==> src/rtl/splitter_pkg.sv <==
package splitter_pkg;
    localparam int POL_W      = 3;
    localparam int MAX_LOG2   = 7;
    localparam int CNT_W      = MAX_LOG2 + 1;
    localparam int BOUND_LOG2 = 10;

    localparam logic [1:0] TR_IDLE   = 2'b00;
    localparam logic [1:0] TR_BUSY   = 2'b01;
    localparam logic [1:0] TR_NONSEQ = 2'b10;
    localparam logic [1:0] TR_SEQ    = 2'b11;

    localparam logic [2:0] BURST_INCR = 3'b001;

    localparam logic [POL_W-1:0] POL_WHOLE  = 3'd0;
    localparam logic [POL_W-1:0] POL_SINGLE = 3'd1;

    typedef logic [POL_W-1:0] policy_t;
endpackage

==> src/rtl/splitter_cfg_reg.sv <==
module splitter_cfg_reg
    import splitter_pkg::*;
(
    input  logic    clk,
    input  logic    rst_n,
    input  logic    wr_i,
    input  policy_t wdata_i,
    input  logic    wprot_i,
    output policy_t policy_o
);
    typedef struct packed {
        policy_t pol;
    } cfg_state_t;

    cfg_state_t state_d, state_q;

    always_comb begin
        state_d = state_q;
        if (wr_i && !wprot_i) begin
            state_d.pol = wdata_i;
        end
    end

    always_ff @(posedge clk or negedge rst_n) begin
        if (!rst_n) begin
            state_q <= '{pol: POL_WHOLE};
        end else begin
            state_q <= state_d;
        end
    end

    assign policy_o = state_q.pol;

    assert_protected_write_R9: assert property (@(posedge clk) disable iff (!rst_n)
        (wr_i && wprot_i) |=> $stable(policy_o));
    assert_open_write_R9: assert property (@(posedge clk) disable iff (!rst_n)
        (wr_i && !wprot_i) |=> (policy_o == $past(wdata_i)));
endmodule

==> src/rtl/splitter_bound.sv <==
module splitter_bound #(
    parameter int BOUND_LOG2 = 10
) (
    input  logic [BOUND_LOG2-1:0] addr_i,
    input  logic [2:0]            size_i,
    output logic                  cross_o
);
    localparam int SW = BOUND_LOG2 + 1;

    logic [SW-1:0] step_w;
    logic [SW-1:0] next_w;

    always_comb begin
        step_w  = SW'(1) << size_i;
        next_w  = {1'b0, addr_i} + step_w;
        cross_o = next_w[BOUND_LOG2];
    end
endmodule

==> src/rtl/splitter_chunk_ctr.sv <==
module splitter_chunk_ctr
    import splitter_pkg::*;
#(
    parameter int CW = 8
) (
    input  logic          clk,
    input  logic          rst_n,
    input  policy_t       policy_i,
    input  logic          beat_i,
    input  logic          first_i,
    input  logic          accept_i,
    input  logic          split_i,
    output logic          chunk_end_o
);
    typedef struct packed {
        logic [CW-1:0] idx;
    } ctr_state_t;

    localparam logic [CW-1:0] ONE = CW'(1);

    ctr_state_t    state_d, state_q;
    logic [CW-1:0] cur_idx;
    logic [CW-1:0] last_idx;

    always_comb begin
        cur_idx  = first_i ? '0 : state_q.idx;
        if (policy_i == POL_SINGLE) begin
            last_idx = '0;
        end else begin
            last_idx = (ONE << policy_i) - ONE;
        end
        chunk_end_o = beat_i && (policy_i != POL_WHOLE) && (cur_idx == last_idx);

        state_d = state_q;
        if (accept_i && first_i) begin
            state_d.idx = '0;
        end
        if (accept_i && beat_i) begin
            if (split_i) begin
                state_d.idx = '0;
            end else if (cur_idx != '1) begin
                state_d.idx = cur_idx + ONE;
            end else begin
                state_d.idx = cur_idx;
            end
        end
    end

    always_ff @(posedge clk or negedge rst_n) begin
        if (!rst_n) begin
            state_q <= '{idx: '0};
        end else begin
            state_q <= state_d;
        end
    end

    assert_restart_after_split_R7: assert property (@(posedge clk) disable iff (!rst_n)
        (accept_i && beat_i && split_i) |=> (state_q.idx == '0));
    assert_hold_in_wait_R7: assert property (@(posedge clk) disable iff (!rst_n)
        (!accept_i) |=> $stable(state_q.idx));
endmodule

==> src/rtl/incr_burst_splitter.sv <==
module incr_burst_splitter
    import splitter_pkg::*;
(
    input  logic                  clk,
    input  logic                  rst_n,
    input  logic [1:0]            htrans_i,
    input  logic [2:0]            hburst_i,
    input  logic [2:0]            hsize_i,
    input  logic [BOUND_LOG2-1:0] haddr_lo_i,
    input  logic                  hready_i,
    input  logic                  slot_limit_i,
    input  logic                  cfg_wr_i,
    input  logic [POL_W-1:0]      cfg_wdata_i,
    input  logic                  cfg_wprot_i,
    output logic [POL_W-1:0]      cfg_rdata_o,
    output logic                  eob_o,
    output logic                  rearb_o
);
    policy_t policy_w;
    logic    is_first, is_seq, incr_beat;
    logic    cross_w, chunk_end_w, split_w;

    splitter_cfg_reg i_cfg (
        .clk      (clk),
        .rst_n    (rst_n),
        .wr_i     (cfg_wr_i),
        .wdata_i  (cfg_wdata_i),
        .wprot_i  (cfg_wprot_i),
        .policy_o (policy_w)
    );

    splitter_bound #(.BOUND_LOG2(BOUND_LOG2)) i_bound (
        .addr_i  (haddr_lo_i),
        .size_i  (hsize_i),
        .cross_o (cross_w)
    );

    always_comb begin
        is_first  = (htrans_i == TR_NONSEQ);
        is_seq    = (htrans_i == TR_SEQ);
        incr_beat = (is_first || is_seq) && (hburst_i == BURST_INCR);
        split_w   = incr_beat && (chunk_end_w || slot_limit_i || cross_w);
    end

    splitter_chunk_ctr #(.CW(CNT_W)) i_ctr (
        .clk         (clk),
        .rst_n       (rst_n),
        .policy_i    (policy_w),
        .beat_i      (incr_beat),
        .first_i     (is_first),
        .accept_i    (hready_i),
        .split_i     (split_w),
        .chunk_end_o (chunk_end_w)
    );

    assign cfg_rdata_o = policy_w;
    assign eob_o       = split_w;
    assign rearb_o     = split_w && hready_i;

    assert_whole_only_forced_R2: assert property (@(posedge clk) disable iff (!rst_n)
        (cfg_rdata_o == POL_WHOLE && !slot_limit_i && !cross_w) |-> !eob_o);
    assert_slot_forces_break_R4: assert property (@(posedge clk) disable iff (!rst_n)
        (slot_limit_i && (htrans_i[1]) && hburst_i == BURST_INCR) |-> eob_o);
    assert_single_every_beat_R5: assert property (@(posedge clk) disable iff (!rst_n)
        (cfg_rdata_o == POL_SINGLE && htrans_i[1] && hburst_i == BURST_INCR) |-> eob_o);
    assert_untouched_transfers_R8: assert property (@(posedge clk) disable iff (!rst_n)
        (!htrans_i[1] || hburst_i != BURST_INCR) |-> !eob_o);
    assert_boundary_break_R3: assert property (@(posedge clk) disable iff (!rst_n)
        (htrans_i[1] && hburst_i == BURST_INCR && hsize_i == 3'd2 && haddr_lo_i == 10'h3FC) |-> eob_o);
endmodule

==> config.mk <==
export PLATFORM = sky130hd
export DESIGN_NAME = incr_burst_splitter
export DESIGN_NICKNAME = d
export VERILOG_FILES = /design/src/rtl/splitter_pkg.sv /design/src/rtl/splitter_cfg_reg.sv /design/src/rtl/splitter_bound.sv /design/src/rtl/splitter_chunk_ctr.sv /design/src/rtl/incr_burst_splitter.sv
export SDC_FILE = /design/constraint.sdc
export NUM_CORES = 1
export LEC_CHECK = 0
export BUFFER_PORTS_ARGS = -buffer_cell sky130_fd_sc_hd__buf_4
export CORE_MARGIN = 5
export CORE_UTILIZATION = 35
export CTS_CLUSTER_DIAMETER = 120
export CTS_CLUSTER_SIZE = 28
export DETAILED_ROUTE_END_ITERATION = 10
export GPL_TIMING_DRIVEN = 0
export SYNTH_ARGS = -nofsm -noshare
export SYNTH_HDL_FRONTEND = slang
export SYNTH_SLANG_ARGS = --single-unit
==> constraint.sdc <==
create_clock -name clk -period 1.7 [get_ports clk]
set_clock_uncertainty 0.1 [all_clocks]
set_input_delay 0.085 -clock clk [delete_from_list [all_inputs] [get_ports clk]]
set_output_delay 0.085 -clock clk [all_outputs]
set_load 0.01 [all_outputs]
==> impl_metrics.ini, run 1 <==
[global_route]
antenna_found_initial = 0
track_usage_pct = 15.4
grt_start_max_net_pins = 12
wire_length_of_the_first_global_routing_pass_um = 5440
first_global_vias = 1279
grt_remaining_overflow = 0

[sta]
slew_headroom_pct = 66.0
maxSlewViolCount = 0
max_slew.worst_pin.slew_ns = 0.511
hold_violations = 0
finalCritPeriodShare_pct = 120
setup_violation_total_in_the_final_timing_report = 10
grt_setup_unrepaired = true
worst_slack_ns = -0.339
fmax_mhz = 490
fin_crit_ns = 2.04

[die]
total_die_area_um2 = 4330
coreArea_um2 = 3030
design.portCount = 32
height_of_the_die_um = 65.8
start_util_pct = 36.0
placementRows = 20
die_width_um = 65.8

[routing]
drt-pass1-iter-count = 4
drt_iter0_drc = 39
via_per_inst = 5.50
route.antenna.remaining_nets = 0
vias = 1226
routed_wire_length_per_instance_um = 14.0
drc = 0
finalWirelength_um = 3120

[synthesis]
muxShareOfSynthArea_pct = 3.10
synth_xor_area_share_pct = 0.804
syn_area_per_cell_um2 = 8.13
netlist.top_cell.by_area = sky130_fd_sc_hd__dfrtp_1
synth.net_count = 169
synth-edff-count = 0
yosysSeqAreaShare_pct = 25.3
synth_top_family_by_area = simple AND/OR/NAND/NOR gates
asyncSetResetFlopFracSynth_pct = 100
netlist.area_leader.share_pct = 25.3
post_synth_instance_area_um2 = 1090
ys_warn_count = 0
yosys.area_share.simple_pct = 33.8
ys_seq_elements = 11
synth_flop_cell = sky130_fd_sc_hd__dfrtp_1
post_synth_fa_ha_maj_area_fraction_pct = 9.18
synth-compound-area-share_pct = 23.7
post_synth_num_cell_types = 42
netlist_top_cells_area = sky130_fd_sc_hd__dfrtp_1 (25%), sky130_fd_sc_hd__ha_1 (9.2%), sky130_fd_sc_hd__nor2_1 (6.5%)
synth_cells = 134

[placement]
place.gp.congestion = 0.904
place_inst = 209
placed_cell_area_um2 = 1400
io_buffers = 31
place_hpwl_um = 2360

[power_and_ir_drop]
cellLeakagePower_nw = 0.672
p_total_mw = 0.786
power-per-cell-area_nw_per_um2 = 497
worst_ir_drop_vdd_mv = 0.348

[worst_hold_path]
hold_path_class = primary input to asynchronous set/reset pin

[run]
max_cap_violations = 0

[clock_network]
cts_root_buffer = sky130_fd_sc_hd__clkbuf_4
clock_net_sink_count = 11
tritoncts = yes
worst_setup_hold_path_clk_slew_ns = 0.07
clock_tree.buffer_depth = 2
clock_tree.htree_level_count = 1
insertion_delay_ns = 0.28
cts-buffers-inserted = 3

[finish]
drive_gt1_share_pct = 39.7
layout.filler_cells = 298
final_stage_net_count = 215
n_antenna_cell = 0
layout.cell_area.non_filler_um2 = 1580
syn2layout_area_growth_pct = 45.2
final_cell_count_no_fill = 223

[worst_setup_path]
register_to_register_setup_slack_ns = -0.33
worst-endpoint-required_ns = 1.51
critPathLaunchType = flop
cp_max_fo = 8
worstSetupPathType = flop to output port
worstSetupEndpointType = output port
critical_path_arrival_ns = 1.85

[status]
outcome = complete, but fails checks
violations = negative setup slack
[cells by family (layout without fill, tap and decap cells)]
family                   after synthesis  after routing
AND/OR/NAND/NOR                       66             66
multiplexers                           3              3
adder cells (fa/ha/maj)                8              8
AO/OA/AOI/OAI                         37             37
flip-flops                            11             11
buffers and inverters                  8             53
XOR/XNOR                               1              1
[routing by layer]
metal  GRT usage (%)  routed length (µm)  vias up
met1            18.8                1350      590
li1                -                   -      599
met4            4.92                  51        0
met5               0                   0        -
met3            2.38                 153        6
met2            27.5                1570       31
[area by class of cell]
cell class | count | area, µm² | share of cell area [%]
Sequential cell | 11 | 280 | 17.7
Multi-Input combinational cell | 115 | 846 | 53.4
Timing Repair Buffer | 41 | 329 | 20.8
Clock buffer | 4 | 26.3 | 1.66
Buffer | 4 | 31.3 | 1.98
Inverter | 4 | 15.0 | 0.949
Tap cell | 44 | 55.1 | 3.48
[where the power goes]
part           switching, mW  internal, mW  total (mW)
clock network         0.0987        0.0911       0.190
registers             0.0300         0.277       0.307
logic                  0.129         0.160       0.289
total                  0.257         0.529       0.786
[worst paths after layout]
path	start	end	cells past startpoint
min	rst_n	i_cfg.policy_o[0]	2
max	i_cfg.policy_o[1]	eob_o	7
max reg2reg	i_cfg.policy_o[1]	i_ctr.state_q[7]	8
max in group asynchronous	rst_n	i_cfg.policy_o[1]	2
min reg2reg	i_ctr.state_q[4]	i_ctr.state_q[4]	1
min in group clk	cfg_wprot_i	i_cfg.policy_o[0]	3
[Yosys cell counts (2+ instances only)]
| library cell | count |
|---|---|
| sky130_fd_sc_hd__and3b_1 | 2 |
| sky130_fd_sc_hd__o21ai_1 | 2 |
| sky130_fd_sc_hd__nand3_1 | 10 |
| sky130_fd_sc_hd__nand4_1 | 3 |
| sky130_fd_sc_hd__nor3_1 | 3 |
| sky130_fd_sc_hd__a31oi_1 | 6 |
| sky130_fd_sc_hd__nor2_1 | 19 |
| sky130_fd_sc_hd__o21ai_0 | 4 |
| sky130_fd_sc_hd__inv_1 | 4 |
| sky130_fd_sc_hd__and2_1 | 2 |
| sky130_fd_sc_hd__and3_1 | 4 |
| sky130_fd_sc_hd__nand2_1 | 11 |
| sky130_fd_sc_hd__dfrtp_1 | 11 |
| sky130_fd_sc_hd__nor3b_1 | 5 |
| sky130_fd_sc_hd__mux2_2 | 3 |
| sky130_fd_sc_hd__a21oi_1 | 11 |
| sky130_fd_sc_hd__buf_6 | 2 |
| sky130_fd_sc_hd__ha_1 | 8 |
[what timing repair did]
item / in CTS / in global routing
buffers inserted: 6 / 1
setup endpoints to repair: 10 / 10
hold endpoints to repair: 14 / 0
hold buffers: 4 / 0
resized for setup: 11 / 9
pin swaps: 9 / 4
gates cloned: 0 / 0
[through the flow]
step / TNS, ns / setup WS (ns) / utilization [%] / hold slack (ns)
floorplan: -0.820 / -0.128 / - / -0.311
global placement: -4.44 / -0.485 / 46.2 / -0.170
detailed placement: -4.85 / -0.552 / 46.2 / -0.168
CTS: -2.38 / -0.363 / 51.2 / 0.0828
global route: -3.30 / -0.469 / 52.3 / 0.0743
finish: -2.31 / -0.339 / 52.3 / 0.0771
[critical path, stage by stage (launching register included)]
cell and delay (ns):
sky130_fd_sc_hd__dfrtp_2 0.47, sky130_fd_sc_hd__a21oi_2 0.20, sky130_fd_sc_hd__a31oi_1 0.07, sky130_fd_sc_hd__a221oi_2 0.25
sky130_fd_sc_hd__a31oi_4 0.15, sky130_fd_sc_hd__buf_6 0.15, sky130_fd_sc_hd__nor3b_2 0.14, sky130_fd_sc_hd__buf_4 0.14
[state kept, by name (all words and copies together), names as in the netlist]
| name | flops |
|---|---|
| i_cfg.policy_o | 3 |
| i_ctr.state_q | 8 |
[layout by cell type (no fill, tap or decap), drive strengths merged, types with 6 or more instances in the layout]
cell and instances:
a21oi 11, a31oi 7, buf 39, clkbuf 6, dfrtp 11, ha 8, nand2 11, nand3 10
nor2 19, nor3b 6, o21ai 6
No activity file was read; power rests on OpenSTA's default activity.
==> inputs of run 2 (changes only) <==
--- a/config.mk
+++ b/config.mk
@@ -6,12 +6,15 @@
 export NUM_CORES = 1
 export LEC_CHECK = 0
 export BUFFER_PORTS_ARGS = -buffer_cell sky130_fd_sc_hd__buf_4
+export CELL_PAD_IN_SITES_DETAIL_PLACEMENT = 0
+export CELL_PAD_IN_SITES_GLOBAL_PLACEMENT = 1
 export CORE_MARGIN = 5
-export CORE_UTILIZATION = 35
+export CORE_UTILIZATION = 33
 export CTS_CLUSTER_DIAMETER = 120
 export CTS_CLUSTER_SIZE = 28
 export DETAILED_ROUTE_END_ITERATION = 10
 export GPL_TIMING_DRIVEN = 0
+export PLACE_DENSITY_LB_ADDON = 0.1
 export SYNTH_ARGS = -nofsm -noshare
 export SYNTH_HDL_FRONTEND = slang
 export SYNTH_SLANG_ARGS = --single-unit
==> run 2 against run 1 <==
Against the previous run: the flow still finishes with violations (negative setup slack); fmax increased by 2.1%; clock power is 2% higher; via count increased by 0.65%; register-to-register slack improved by 0.07 ns; sequential share of layout area decreased by 0.74 points; hold slack worse by 0.0044 ns; final cell count increased by 2.7%; global-route usage down 0.41 points; wire length rose by 0.13%; largest cell class unchanged; clock-buffer cell count stayed put.
==> impl_metrics.ini, run 2 (synthesis results as in run 1) <==
[global_route]
wire_length_of_the_first_global_routing_pass_um = 5440
first_global_vias = 1217
antenna_found_initial = 0
grt_start_max_net_pins = 12
grt_remaining_overflow = 0
track_usage_pct = 15.0

[die]
die_width_um = 67.5
coreArea_um2 = 3100
start_util_pct = 35.1
total_die_area_um2 = 4550
placementRows = 20
design.portCount = 32
height_of_the_die_um = 67.5

[sta]
hold_violations = 0
maxSlewViolCount = 0
setup_violation_total_in_the_final_timing_report = 10
slew_headroom_pct = 66.5
finalCritPeriodShare_pct = 117
fmax_mhz = 501
max_slew.worst_pin.slew_ns = 0.502
grt_setup_unrepaired = true
fin_crit_ns = 2.00
worst_slack_ns = -0.297
worst_hold_slack_ns = 0.0727

[power_and_ir_drop]
power_switching_share_pct = 32.8
p_int_mw = 0.547
net_switching_component_of_the_power_mw = 0.266
power-per-cell-area_nw_per_um2 = 495
comb_power_share_pct = 38.8
cellLeakagePower_nw = 0.716
part_of_the_power_in_the_clock_network_pct = 23.9
seq_power_share_pct = 37.2
p_total_mw = 0.813
worst_ir_drop_vdd_mv = 0.327

[finish]
final_stage_net_count = 221
syn2layout_area_growth_pct = 50.9
layout.area.seq_um2 = 279
largest_register_ffs = 8
multiInputGateArea_um2 = 856
layout.filler_cells = 338
drive_gt1_share_pct = 41.1
max_flop_register = i_ctr.state_q
most-common-layout-cells = sky130_fd_sc_hd__buf_4 (38), sky130_fd_sc_hd__nor2_1 (17), sky130_fd_sc_hd__nand2_1 (11)
n_antenna_cell = 0
final_common_cell = sky130_fd_sc_hd__buf_4

[run]
max_cap_violations = 0

[clock_network]
cts-buffers-inserted = 3
tritoncts = yes
clock_net_sink_count = 11
clock_tree.htree_level_count = 1
cts_root_buffer = sky130_fd_sc_hd__clkbuf_4
clock_tree.buffer_depth = 2
insertion_delay_ns = 0.28
worst_setup_hold_path_clk_slew_ns = 0.08

[routing]
routed_wire_length_per_instance_um = 13.7
vias = 1234
route.antenna.remaining_nets = 0
drt_iter0_drc = 53
drt-pass1-iter-count = 5
via_per_inst = 5.39
finalWirelength_um = 3130
drc = 0

[status]
outcome = complete, but fails checks
violations = negative setup slack

[placement]
io_buffers = 31
place.gp.congestion = 0.818
place_hpwl_um = 2290

[worst_setup_path]
critPathLaunchType = flop
cp_max_fo = 6
worstSetupEndpointType = output port
register_to_register_setup_slack_ns = -0.26
critical_path_arrival_ns = 1.81
worst-endpoint-required_ns = 1.51
r2r_start = i_cfg.policy_o[1]
worstSetupPathType = flop to output port
worstSetupStartpoint = i_cfg.policy_o[1]

[worst_hold_path]
hold_path_class = primary input to asynchronous set/reset pin
## run 2: worst max-delay path: stages, from the launching register on
cell                       delay (ns)
sky130_fd_sc_hd__dfrtp_2         0.47
sky130_fd_sc_hd__nor2_4          0.10
sky130_fd_sc_hd__o211ai_1        0.11
sky130_fd_sc_hd__a221oi_2        0.30
sky130_fd_sc_hd__a31oi_4         0.13
sky130_fd_sc_hd__buf_6           0.14
sky130_fd_sc_hd__nor3b_4         0.15
sky130_fd_sc_hd__buf_4           0.14
## run 2: metal layers
metal / vias to the layer above / GRT usage [%] / wire (µm)
met2: 41 / 25.6 / 1540
met1: 580 / 19.9 / 1360
li1: 608 / - / -
met4: 0 / 4.05 / 34
met5: - / 0 / 0
met3: 5 / 1.66 / 193
## run 2: area by class of cell
type	count	share of cell area [%]
buffer	4	1.90
clock buffer	4	1.60
inverter	4	0.913
multi-input combinational	115	52.1
sequential	11	17.0
tap	44	3.35
timing repair buffer	47	23.2
## run 2: through the flow
step / cell area [µm²] / utilization, % / instances / TNS, ns / setup slack, ns
3_5_place_dp: 1400 / 45.0 / 209 / -4.35 / -0.481
5_1_grt: 1640 / 53.0 / 229 / -3.14 / -0.437
4_1_cts: 1550 / 50.0 / 227 / -1.89 / -0.347
3_3_place_gp: 1400 / 45.0 / 209 / -4.33 / -0.479
6_report: 1640 / 53.0 / 229 / -1.96 / -0.297
2_1_floorplan: 1110 / - / 134 / -0.820 / -0.128
## run 2: power groups by stage
stage / clock network (mW) / logic (mW) / registers [mW]
6_report: 0.194 / 0.316 / 0.303
5_1_grt: 0.218 / 0.349 / 0.307
4_1_cts: 0.199 / 0.289 / 0.299
3_5_place_dp: 0 / 0.239 / 0.308
3_3_place_gp: 0 / 0.234 / 0.307
2_1_floorplan: 0 / 0.132 / 0.307
## run 2: final timing paths
check,cells past startpoint,end
setup / recovery,7,eob_o
hold / removal,2,i_ctr.state_q[6]
setup reg to reg,8,i_ctr.state_q[7]
hold reg to reg,1,i_ctr.state_q[4]
max in group asynchronous,2,i_cfg.policy_o[2]
min in group clk,3,i_cfg.policy_o[2]
## run 2: repair_timing
action	CTS	global route
setup buffers	10	2
hold endpoints to repair	14	0
endpoints found under the setup margin	10	10
hold buffers	4	0
pin swaps	5	10
resized for setup	4	18
==> inputs of run 3 (changes only) <==
==> constraint.sdc (replaced) <==
create_clock -name clk -period 1.7 [get_ports clk]
set_clock_uncertainty 0.1 [all_clocks]
set_input_delay 0.34 -clock clk [delete_from_list [all_inputs] [get_ports clk]]
set_output_delay 0.34 -clock clk [all_outputs]
set_load 0.01 [all_outputs]
==> run 3 against run 2 <==
Against the previous run: critical path type is now primary input to output port; cell area decreased by 3.6%; final cell count down 3.1%; via count down 5.8%; global-route usage up 0.19 points; flip-flop and latch count unchanged; clock-buffer cell count is 1 lower; the flow still finishes with violations (negative setup slack); fmax is 18% lower; sequential power barely moved; setup slack worse by 0.44 ns.
==> impl_metrics.ini, run 3 (synthesis results as in run 1) <==
[clock_network]
clock_tree.htree_level_count = 1
cts-buffers-inserted = 3
worst_setup_hold_path_clk_slew_ns = 0.08
cts_root_buffer = sky130_fd_sc_hd__clkbuf_4
clock_net_sink_count = 11
insertion_delay_ns = 0.28
tritoncts = yes
clock_tree.buffer_depth = 2

[finish]
largest_register_ffs = 8
n_antenna_cell = 0
multiInputGateArea_um2 = 846
layout.area.seq_um2 = 278
final_stage_net_count = 214
layout.cell_area.non_filler_um2 = 1590
layout.filler_cells = 331
final_common_cell = sky130_fd_sc_hd__buf_4
syn2layout_area_growth_pct = 45.5
most-common-layout-cells = sky130_fd_sc_hd__buf_4 (33), sky130_fd_sc_hd__nor2_1 (18), sky130_fd_sc_hd__nand2_1 (10)
finish.utilization_pct = 51.1
drive_gt1_share_pct = 39.3
max_flop_register = i_ctr.state_q

[placement]
place_hpwl_um = 2320
placed_cell_area_um2 = 1390
place.gp.congestion = 0.856
io_buffers = 31

[sta]
max_slew.worst_pin.slew_ns = 0.555
finalCritPeriodShare_pct = 143
worst_hold_slack_ns = 0.186
fin_crit_ns = 2.44
setup_violation_total_in_the_final_timing_report = 10
slew_headroom_pct = 63.0
timing.setup.tns_ns = -4.92
fmax_mhz = 410
worst_slack_ns = -0.738
hold_violations = 0
grt_setup_unrepaired = true
maxSlewViolCount = 0

[routing]
drc = 0
vias = 1163
drt-pass1-iter-count = 4
drt_iter0_drc = 45
via_per_inst = 5.24
route.antenna.remaining_nets = 0
routed_wire_length_per_instance_um = 13.7
finalWirelength_um = 3040

[global_route]
grt_remaining_overflow = 0
first_global_vias = 1167
track_usage_pct = 15.2
grt_start_max_net_pins = 12
wire_length_of_the_first_global_routing_pass_um = 5400
antenna_found_initial = 0

[worst_setup_path]
rr_worst_depth = 8
worstSetupEndpointType = output port
register_to_register_setup_slack_ns = -0.39
critPathLaunchType = primary input
worst-endpoint-required_ns = 1.26
worstReg2RegEnd = i_ctr.state_q[7]
worstSetupPathType = primary input to output port
r2r_start = i_cfg.policy_o[1]
critical_path_arrival_ns = 2.00
cp_max_fo = 7

[status]
outcome = complete, but fails checks
violations = negative setup slack

[worst_hold_path]
hold_path_class = primary input to flop
hold-path-endpoint = i_cfg.policy_o[2]
min-delay-start = cfg_wdata_i[2]
min_delay_path_depth = 2

[die]
height_of_the_die_um = 67.5
coreArea_um2 = 3100
total_die_area_um2 = 4550
start_util_pct = 35.1
design.portCount = 32
placementRows = 20
die_width_um = 67.5

[run]
max_cap_violations = 0

[power_and_ir_drop]
cellLeakagePower_nw = 0.682
power-per-cell-area_nw_per_um2 = 491
worst_ir_drop_vdd_mv = 0.354
[run 3: changes by cell type in the layout (fill, tap and decap cells not counted), sizes merged]
cell	previous run	this run
clkbuf	6	5
buf	45	41
clkinv	0	1
dlygate4sd3	4	1
[run 3: how the worst max path moves through the flow]
| stage | slack [ns] | from | end |
|---|---|---|---|
| after floorplan | -0.53 | hsize_i[2] | eob_o |
| after global placement | -0.97 | hsize_i[2] | rearb_o |
| after detailed placement | -0.98 | hsize_i[2] | rearb_o |
| after CTS | -0.77 | hsize_i[2] | rearb_o |
| after global routing | -0.85 | hsize_i[2] | eob_o |
| final | -0.74 | hsize_i[2] | rearb_o |
[run 3: cell type report]
type                            instances  share of cell area [%]
Multi-Input combinational cell        115                    53.4
Timing Repair Buffer                   40                    21.0
Sequential cell                        11                    17.5
Tap cell                               44                    3.47
Buffer                                  4                    1.97
Clock buffer                            3                    1.42
Inverter                                4                   0.947
Clock inverter                          1                   0.316
[run 3: metrics by stage]
stage          setup slack [ns]  instances  total power [mW]
6_report                 -0.738        222             0.779
5_1_grt                  -0.854        222             0.843
4_1_cts                  -0.771        224             0.787
3_5_place_dp             -0.983        209             0.545
3_3_place_gp             -0.967        209             0.541
2_1_floorplan            -0.526        134             0.437
[run 3: where the power goes]
| part | switching, mW | internal, mW | total (mW) |
|---|---|---|---|
| combinational | 0.128 | 0.163 | 0.291 |
| clock | 0.0976 | 0.0873 | 0.185 |
| sequential | 0.0261 | 0.277 | 0.303 |
[run 3: worst max-delay path, cell delays in order]
cell and delay, ns:
sky130_fd_sc_hd__buf_8 0.10, sky130_fd_sc_hd__nor3b_2 0.14, sky130_fd_sc_hd__ha_1 0.32, sky130_fd_sc_hd__a211oi_2 0.19, sky130_fd_sc_hd__nand2_1 0.08, sky130_fd_sc_hd__o31a_1 0.33, sky130_fd_sc_hd__a31oi_4 0.18, sky130_fd_sc_hd__buf_6 0.13
sky130_fd_sc_hd__nor2_2 0.03, sky130_fd_sc_hd__buf_4 0.15
[run 3: timing repair]
action,4_1_cts,5_1_grt
endpoints found under the hold margin,11,0
pin swaps,10,5
gates cloned,0,0
buffers inserted,10,1
hold buffers,1,0
resized for setup,13,11
setup endpoints to repair,10,10
[run 3: metal layers]
| metal | part of all wire [%] | up-vias | track usage [%] |
|---|---|---|---|
| li1 | - | 595 | - |
| met1 | 46 | 529 | 21.5 |
| met2 | 47 | 39 | 23.6 |
| met3 | 7.4 | 0 | 3.99 |
| met4 | 0 | 0 | 2.28 |
| met5 | 0 | - | 0 |
